## config.mk

```make
export PLATFORM = sky130hd
export DESIGN_NAME = wdt_two_stage
export DESIGN_NICKNAME = d
export VERILOG_FILES = /design/src/rtl/wdt_pkg.sv /design/src/rtl/wdt_datapath.sv /design/src/rtl/wdt_ctrl.sv /design/src/rtl/wdt_two_stage.sv
export SDC_FILE = /design/constraint.sdc
export NUM_CORES = 1
export LEC_CHECK = 0
export BUFFER_PORTS_ARGS = -buffer_cell sky130_fd_sc_hd__buf_4
export CORE_AREA = 10 10 116 118
export DETAILED_ROUTE_END_ITERATION = 8
export DIE_AREA = 0 0 126 128
export PLACE_DENSITY = 0.75
export SETUP_SLACK_MARGIN = 0.15
export SLEW_MARGIN = 5
export SYNTH_ARGS = -nofsm -noshare
export SYNTH_HDL_FRONTEND = slang
export SYNTH_SLANG_ARGS = --single-unit
```

## constraint.sdc

```tcl
create_clock -name clk -period 2.1 [get_ports clk]
set_input_delay 0 -clock clk [delete_from_list [all_inputs] [get_ports clk]]
set_output_delay 0 -clock clk [all_outputs]
set_load 0.02 [all_outputs]
```

## src/rtl/wdt_pkg.sv

```systemverilog
package wdt_pkg;
  localparam int REG_ADDR_W = 5;
  localparam int DATA_W = 16;

  localparam logic [REG_ADDR_W-1:0] OFF_RLD  = 5'h00;
  localparam logic [REG_ADDR_W-1:0] OFF_MBOX = 5'h02;
  localparam logic [REG_ADDR_W-1:0] OFF_STA  = 5'h04;
  localparam logic [REG_ADDR_W-1:0] OFF_STB  = 5'h06;
  localparam logic [REG_ADDR_W-1:0] OFF_CTA  = 5'h08;
  localparam logic [REG_ADDR_W-1:0] OFF_CTB  = 5'h0A;
  localparam logic [REG_ADDR_W-1:0] OFF_MSG  = 5'h0C;
  localparam logic [REG_ADDR_W-1:0] OFF_MISC = 5'h0E;
  localparam logic [REG_ADDR_W-1:0] OFF_TMR  = 5'h10;

  localparam logic [DATA_W-1:0] CTB_RESET  = 16'h0008;
  localparam logic [7:0]        SIRQ_RESET = 8'h03;

  // strobes from control to datapath
  typedef struct packed {
    logic setTimeout;   // first-level expiry seen
    logic setSecond;    // second consecutive expiry seen
    logic rldLoadTmr;   // copy timeout into stored reload
    logic rldClear;     // clear stored reload (reboot path)
  } wdtStrobe_t;

  function automatic logic [DATA_W-1:0] mergeBytes(
      input logic [DATA_W-1:0] oldV,
      input logic [DATA_W-1:0] newV,
      input logic [1:0]        be);
    mergeBytes = {be[1] ? newV[15:8] : oldV[15:8],
                  be[0] ? newV[7:0]  : oldV[7:0]};
  endfunction
endpackage

```

## src/rtl/wdt_datapath.sv

```systemverilog
module wdt_datapath
  import wdt_pkg::*;
#(
  parameter int CNT_W = 10,
  parameter int TMR_RESET = 4
) (
  input  logic                  clk,
  input  logic                  rstN,
  input  logic                  wrEn,
  input  logic [REG_ADDR_W-1:0] regAddr,
  input  logic [1:0]            byteEn,
  input  logic [DATA_W-1:0]     wrData,
  input  wdtStrobe_t            strobe,
  input  logic                  running,
  input  logic [CNT_W-1:0]      curCnt,
  output logic [DATA_W-1:0]     rdData,
  output logic [CNT_W-1:0]      tmrVal,
  output logic                  canRunCur,
  output logic                  canRunNew,
  output logic                  rldWr,
  output logic                  ctaWr,
  output logic                  dinWr
);
  localparam int UP_W = DATA_W - CNT_W;

  logic [DATA_W-1:0] rldQ, ctbQ;
  logic [7:0]        dinQ, doutQ, msgLoQ, msgHiQ, wdcQ, sirqQ;
  logic [2:0]        staQ;
  logic [1:0]        stbQ;
  logic [1:0]        ctaQ, ctaNext;
  logic [CNT_W-1:0]  tmrQ;
  logic [DATA_W-1:0] wrVal;
  logic              anyBe, doutWr;
  logic              hitSta, hitStb, hitCtb, hitMsg, hitMisc, hitTmr;

  assign anyBe   = |byteEn;
  assign hitSta  = wrEn && anyBe && regAddr == OFF_STA;
  assign hitStb  = wrEn && anyBe && regAddr == OFF_STB;
  assign hitCtb  = wrEn && anyBe && regAddr == OFF_CTB;
  assign hitMsg  = wrEn && anyBe && regAddr == OFF_MSG;
  assign hitMisc = wrEn && anyBe && regAddr == OFF_MISC;
  assign hitTmr  = wrEn && anyBe && regAddr == OFF_TMR;
  assign rldWr   = wrEn && anyBe && regAddr == OFF_RLD;
  assign ctaWr   = wrEn && anyBe && regAddr == OFF_CTA;
  assign dinWr   = wrEn && byteEn[0] && regAddr == OFF_MBOX;
  assign doutWr  = wrEn && byteEn[1] && regAddr == OFF_MBOX;

  // read mux, also the base for byte-merged writes
  always_comb begin
    unique case (regAddr)
      OFF_RLD:  rdData = running ? {rldQ[DATA_W-1:CNT_W], curCnt} : rldQ;
      OFF_MBOX: rdData = {doutQ, dinQ};
      OFF_STA:  rdData = DATA_W'(staQ);
      OFF_STB:  rdData = DATA_W'(stbQ);
      OFF_CTA:  rdData = DATA_W'(ctaQ);
      OFF_CTB:  rdData = ctbQ;
      OFF_MSG:  rdData = {msgHiQ, msgLoQ};
      OFF_MISC: rdData = {sirqQ, wdcQ};
      OFF_TMR:  rdData = DATA_W'(tmrQ);
      default:  rdData = '0;
    endcase
  end

  assign wrVal   = mergeBytes(rdData, wrData, byteEn);
  assign ctaNext = {wrVal[1] | ctaQ[1], wrVal[0]};   // lock bit is sticky
  assign tmrVal  = tmrQ;
  assign canRunCur = !ctaQ[0] && (tmrQ > CNT_W'(1));
  assign canRunNew = !ctaNext[0] && (tmrQ > CNT_W'(1));

  always_ff @(posedge clk or negedge rstN) begin
    if (!rstN) begin
      rldQ   <= '0;
      dinQ   <= '0;
      doutQ  <= '0;
      staQ   <= '0;
      stbQ   <= '0;
      ctaQ   <= '0;
      ctbQ   <= CTB_RESET;
      msgLoQ <= '0;
      msgHiQ <= '0;
      wdcQ   <= '0;
      sirqQ  <= SIRQ_RESET;
      tmrQ   <= CNT_W'(TMR_RESET);
    end else begin
      if (strobe.rldClear)        rldQ <= '0;
      else if (strobe.rldLoadTmr) rldQ <= DATA_W'(tmrQ);
      else if (rldWr)             rldQ <= wrVal;

      if (dinWr)  dinQ  <= wrData[7:0];
      if (doutWr) doutQ <= wrData[15:8];

      staQ <= (hitSta ? wrVal[2:0] : staQ)
            | {doutWr, dinWr, strobe.setTimeout};
      stbQ <= (hitStb ? wrVal[1:0] : stbQ) | {2{strobe.setSecond}};

      if (ctaWr) ctaQ <= ctaNext;
      if (hitCtb) ctbQ <= wrVal;
      if (hitMsg) {msgHiQ, msgLoQ} <= wrVal;
      if (hitMisc) {sirqQ, wdcQ} <= wrVal;
      if (hitTmr) tmrQ <= wrVal[CNT_W-1:0];
    end
  end

  if (UP_W < 1) begin : g_widthCheck
    initial $error("CNT_W must be below DATA_W");
  end
endmodule

```

## src/rtl/wdt_ctrl.sv

```systemverilog
module wdt_ctrl
  import wdt_pkg::*;
#(
  parameter int CNT_W = 10,
  parameter int STAGES = 2
) (
  input  logic             clk,
  input  logic             rstN,
  input  logic             tickEn,
  input  logic             strapHi,
  input  logic             noRebootCtl,
  input  logic             smiWdogEn,
  input  logic             rldWr,
  input  logic             ctaWr,
  input  logic             dinWr,
  input  logic             canRunCur,
  input  logic             canRunNew,
  input  logic [CNT_W-1:0] tmrVal,
  output wdtStrobe_t       strobe,
  output logic             running,
  output logic [CNT_W-1:0] curCnt,
  output logic             smiPulse,
  output logic             rebootPulse
);
  localparam int TO_W = $clog2(STAGES + 1);

  logic [TO_W-1:0] toCnt;
  logic expire, second, rebootFire, smiReq;

  // register writes to reload/control take the cycle; the tick is dropped
  assign expire     = running && tickEn && (curCnt <= CNT_W'(1)) && !rldWr && !ctaWr;
  assign second     = expire && (toCnt == TO_W'(STAGES - 1));
  assign rebootFire = second && !strapHi && !noRebootCtl;
  assign smiReq     = (expire && !rebootFire && smiWdogEn) || dinWr;

  assign strobe.setTimeout = expire;
  assign strobe.setSecond  = second;
  assign strobe.rldClear   = rebootFire;
  assign strobe.rldLoadTmr = (expire && !rebootFire) || (rldWr && canRunCur)
                           || (ctaWr && canRunNew);

  always_ff @(posedge clk or negedge rstN) begin
    if (!rstN) begin
      curCnt      <= '0;
      running     <= 1'b0;
      toCnt       <= '0;
      smiPulse    <= 1'b0;
      rebootPulse <= 1'b0;
    end else begin
      smiPulse    <= smiReq;
      rebootPulse <= rebootFire;
      if (rldWr) begin
        toCnt <= '0;
        if (canRunCur) begin
          curCnt  <= tmrVal;
          running <= 1'b1;
        end
      end else if (ctaWr) begin
        if (canRunNew) begin
          curCnt  <= tmrVal;
          running <= 1'b1;
        end else begin
          running <= 1'b0;
        end
      end else if (running && tickEn) begin
        if (expire) begin
          toCnt <= second ? '0 : toCnt + TO_W'(1);
          if (rebootFire) running <= 1'b0;
          else            curCnt  <= tmrVal;
        end else begin
          curCnt <= curCnt - CNT_W'(1);
        end
      end
    end
  end
endmodule

```

## src/rtl/wdt_two_stage.sv

```systemverilog
module wdt_two_stage
  import wdt_pkg::*;
#(
  parameter int CNT_W = 10,
  parameter int STAGES = 2,
  parameter int TMR_RESET = 4
) (
  input  logic                  clk,
  input  logic                  rstN,
  input  logic                  tickEn,
  input  logic                  strapHi,
  input  logic                  noRebootCtl,
  input  logic                  smiWdogEn,
  input  logic                  wrEn,
  input  logic [REG_ADDR_W-1:0] regAddr,
  input  logic [1:0]            byteEn,
  input  logic [DATA_W-1:0]     wrData,
  output logic [DATA_W-1:0]     rdData,
  output logic                  smiPulse,
  output logic                  rebootPulse
);
  wdtStrobe_t       strobe;
  logic             running, canRunCur, canRunNew, rldWr, ctaWr, dinWr;
  logic [CNT_W-1:0] curCnt, tmrVal;

  wdt_datapath #(.CNT_W(CNT_W), .TMR_RESET(TMR_RESET)) uDp (
    .clk(clk), .rstN(rstN), .wrEn(wrEn), .regAddr(regAddr), .byteEn(byteEn),
    .wrData(wrData), .strobe(strobe), .running(running), .curCnt(curCnt),
    .rdData(rdData), .tmrVal(tmrVal), .canRunCur(canRunCur),
    .canRunNew(canRunNew), .rldWr(rldWr), .ctaWr(ctaWr), .dinWr(dinWr)
  );

  wdt_ctrl #(.CNT_W(CNT_W), .STAGES(STAGES)) uCtl (
    .clk(clk), .rstN(rstN), .tickEn(tickEn), .strapHi(strapHi),
    .noRebootCtl(noRebootCtl), .smiWdogEn(smiWdogEn), .rldWr(rldWr),
    .ctaWr(ctaWr), .dinWr(dinWr), .canRunCur(canRunCur),
    .canRunNew(canRunNew), .tmrVal(tmrVal), .strobe(strobe),
    .running(running), .curCnt(curCnt), .smiPulse(smiPulse),
    .rebootPulse(rebootPulse)
  );
endmodule

```

==> results.txt <==
outcome - finished with violations
violated checks - negative setup slack
vias in the first global route - 5502
DIE HEIGHT - 128 um
layout cells sized above 1 - 41.6%
number of synthesized register bits - 112
# fillers - 728
DR pass1 iterations - 5
Tmin final - 2.23 ns
clock transition at the registers of the reported paths - 0.07 ns
count leader, synth - dfrtp_1
dpl cells - 826
Mapped Avg Cell Area - 10.1 um^2
worst path required time - 2.37 ns
Cell Count, Final, Fillers Out - 883
Critical path buffers and inverters - 2
via count - 5616
RSZ-0062 raised after global routing - true
Syn Inst Count - 588
Most used DFF post-synth - dfrtp_1
FFs w/ async S/R, synth - 100%
Yosys warnings - 0
Synth area leaders - dfrtp_1, mux2_2, nand2_1
crit-path max cell delay - 0.44 ns
Clock Path Buffers - 2
critical path's slowest cell - a211oi_4
Worst IR Drop VDD - 0.000608 V
Sink Count - 112
Total Neg Setup Slack - -1.62 ns
Seq/Total Area, Yosys - 47.4%
post-route ant nets - 0
Yosys cell types - 63
first-pass GRT wire length - 29100 um
crit-path leading delay family - simple AND/OR/NAND/NOR gates
final setup fails - 27
HPWL Detailed - 12600 um
IO Count - 48
RD Place Congestion - 0.886
fmax - 448 MHz
Overflow after GRT - 0
largest area contributor in the netlist - dfrtp_1
Max-Cap Viols - 0
crit start category - register
H-tree levels - 3
CTS Buf Count - 9
Multi-input gate area - 3400 um^2
area grow syn2layout - 38.4%
Reg area - 2810 um^2
routed wl met2 - 9380 um
final-report hold violation count - 0
pin count of the biggest net entering global routing - 50
Pleak - 3.73 nW
Worst Tran Pin Value - 0.718 ns
Routed WL per cell - 21.6 um
Slew Viols, Final - 0
All-Layer GR Usage - 22.2%
DRC violations left - 0
port bufs - 47
DIE WIDTH - 126 um
Max-slew headroom - 51.8%
Clock Skew - 0.0126 ns
WL met3 - 1420 um
Avg Vias per Cell - 6.36
number of flops mapped to enable cells by yosys - 0
Syn Nets - 620
die area - 16100 um^2
WL final - 19100 um
Cell Rows - 39
Worst-Skew Late Latency - 0.37 ns
fin crit share - 106%
hold crit path type - in -> reg
CTS tree - yes
Max Used Layer - met4
Crit Path Max Fanout - 7
fin nets - 767
area fraction of the dominant cell type after synthesis - 45.6%
n_diodes - 0
critical path cell sequence - nor4_2 > buf_4 > nand3_4 > and3_4 > a211oi_4 > clkbuf_16 > nor2_1 > a211oi_1
metal1 wirelength - 7800 um
synthesized cell area - 5930 um^2
Setup crit end kind - register
PD cells - 890 nW/um^2
Worst Path Arrival - 2.50 ns
Final WS setup - -0.134 ns
clock root buffer - clkbuf_16
Initial DRC Count - 792
Core Footprint - 11200 um^2
Initial Utilization - 52.8%
synth cell count leaders - dfrtp_1, nand2_1, nor2_1
initial antenna violation count - 0
WS Path Type - reg -> reg
==> cell usage in the layout (no fill, tap or decap), drive strengths merged, types with 4 or more instances in the layout <==
master       instances
o22a                 4
dlygate4sd3         18
nor2                60
nand2b               7
a22o                 4
a41oi                4
o31ai                4
a221o                4
dfstp                4
nor4                 7
dfrtp              108
clkbuf              11
o211ai               4
and3                 8
and2                 4
or3                  5
nor4b                4
a21oi               10
a211oi              12
inv                 13
o21ai               54
nor3                10
buf                145
a22oi               17
a221oi              11
nand3               11
mux2i               24
a31oi                7
mux2                44
or2                  5
o21a                10
nand2               75
==> sequential cells by signal, summed over array words and instances, names as in the netlist, 2 cells and up <==
name         flops
uDp.ctbQ        16
uDp.rldQ        16
uCtl.curCnt     10
uDp.tmrVal      10
uDp.dinQ         8
uDp.doutQ        8
uDp.msgHiQ       8
uDp.msgLoQ       8
uDp.sirqQ        8
uDp.wdcQ         8
uDp.staQ         3
uCtl.toCnt       2
uDp.ctaQ         2
uDp.stbQ         2
==> routing by layer <==
metal / up-vias / global-route usage, %
li1: 2461 / -
met1: 2816 / 28.6
met2: 300 / 35.6
met3: 39 / 4.30
met4: 0 / 9.65
met5: - / 0
==> layout make-up <==
cell class / instances / share of cell area [%]
well taps: 143 / 2.18
clock buffers: 10 / 2.91
clock inverters: 6 / 0.915
inverters: 10 / 0.458
repair buffers: 164 / 17.8
flip-flops and latches: 112 / 34.2
multi-input cells: 438 / 41.4
==> tightest hold or removal path, delay by kind of cell <==
| kind | cells | cell delay, ns |
|---|---|---|
| buffers and inverters | 2 | 0.23 |
| and+or+nand+nor | 3 | 0.14 |
==> timing repair <==
action | 4_1_cts | 5_1_grt
endpoints found under the setup margin | 33 | 65
hold endpoints to repair | 47 | 0
setup buffers | 11 | 9
resized for setup | 31 | 93
cloned | 2 | 1
pin swaps | 6 | 29
hold buffers | 18 | 0
==> per-stage QoR <==
| stage | hold WS, ns | utilization (%) | worst slack, ns | total power, W | cell area (um^2) |
|---|---|---|---|---|---|
| 2_1_floorplan | -0.296 | - | -0.0513 | 0.00400 | 5960 |
| 3_3_place_gp | -0.0155 | 62.1 | -0.0893 | 0.00474 | 6970 |
| 3_5_place_dp | -0.00453 | 62.1 | -0.170 | 0.00484 | 6970 |
| 4_1_cts | 0.0247 | 68.7 | -0.0455 | 0.00683 | 7710 |
| 5_1_grt | 0.0551 | 73.1 | -0.257 | 0.00762 | 8200 |
| 6_report | 0.0430 | 73.1 | -0.134 | 0.00730 | 8200 |
==> power by group <==
| part | switching (W) | internal [W] |
|---|---|---|
| combinational | 0.00121 | 0.00124 |
| sequential | 0.000353 | 0.00264 |
| clock | 0.000875 | 0.000981 |
| total | 0.00243 | 0.00486 |
==> path summary, 6_finish.rpt <==
path | startpoint | endpoint | slack [ns] | cells past startpoint
setup / recovery | uDp.tmrVal[4] | uDp.rldQ[5] | -0.13 | 8
hold / removal | noRebootCtl | uCtl.rebootPulse | 0.04 | 5
setup reg to reg | uDp.tmrVal[4] | uDp.rldQ[5] | -0.13 | 8
hold reg to reg | uDp.msgLoQ[3] | uDp.msgLoQ[3] | 0.49 | 2
max in group asynchronous | rstN | uDp.sirqQ[1] | 1.15 | 3
min in group asynchronous | rstN | uDp.ctbQ[4] | 0.13 | 2
==> cell families after synthesis <==
| logic type | synth area share [%] |
|---|---|
| flops | 47.4 |
| buf+inv | 3.31 |
| fa+ha+maj | 0.422 |
| simple gates | 17.4 |
| compound gates | 19.1 |
| mux | 12.4 |
(Power assumes the default switching activity.)
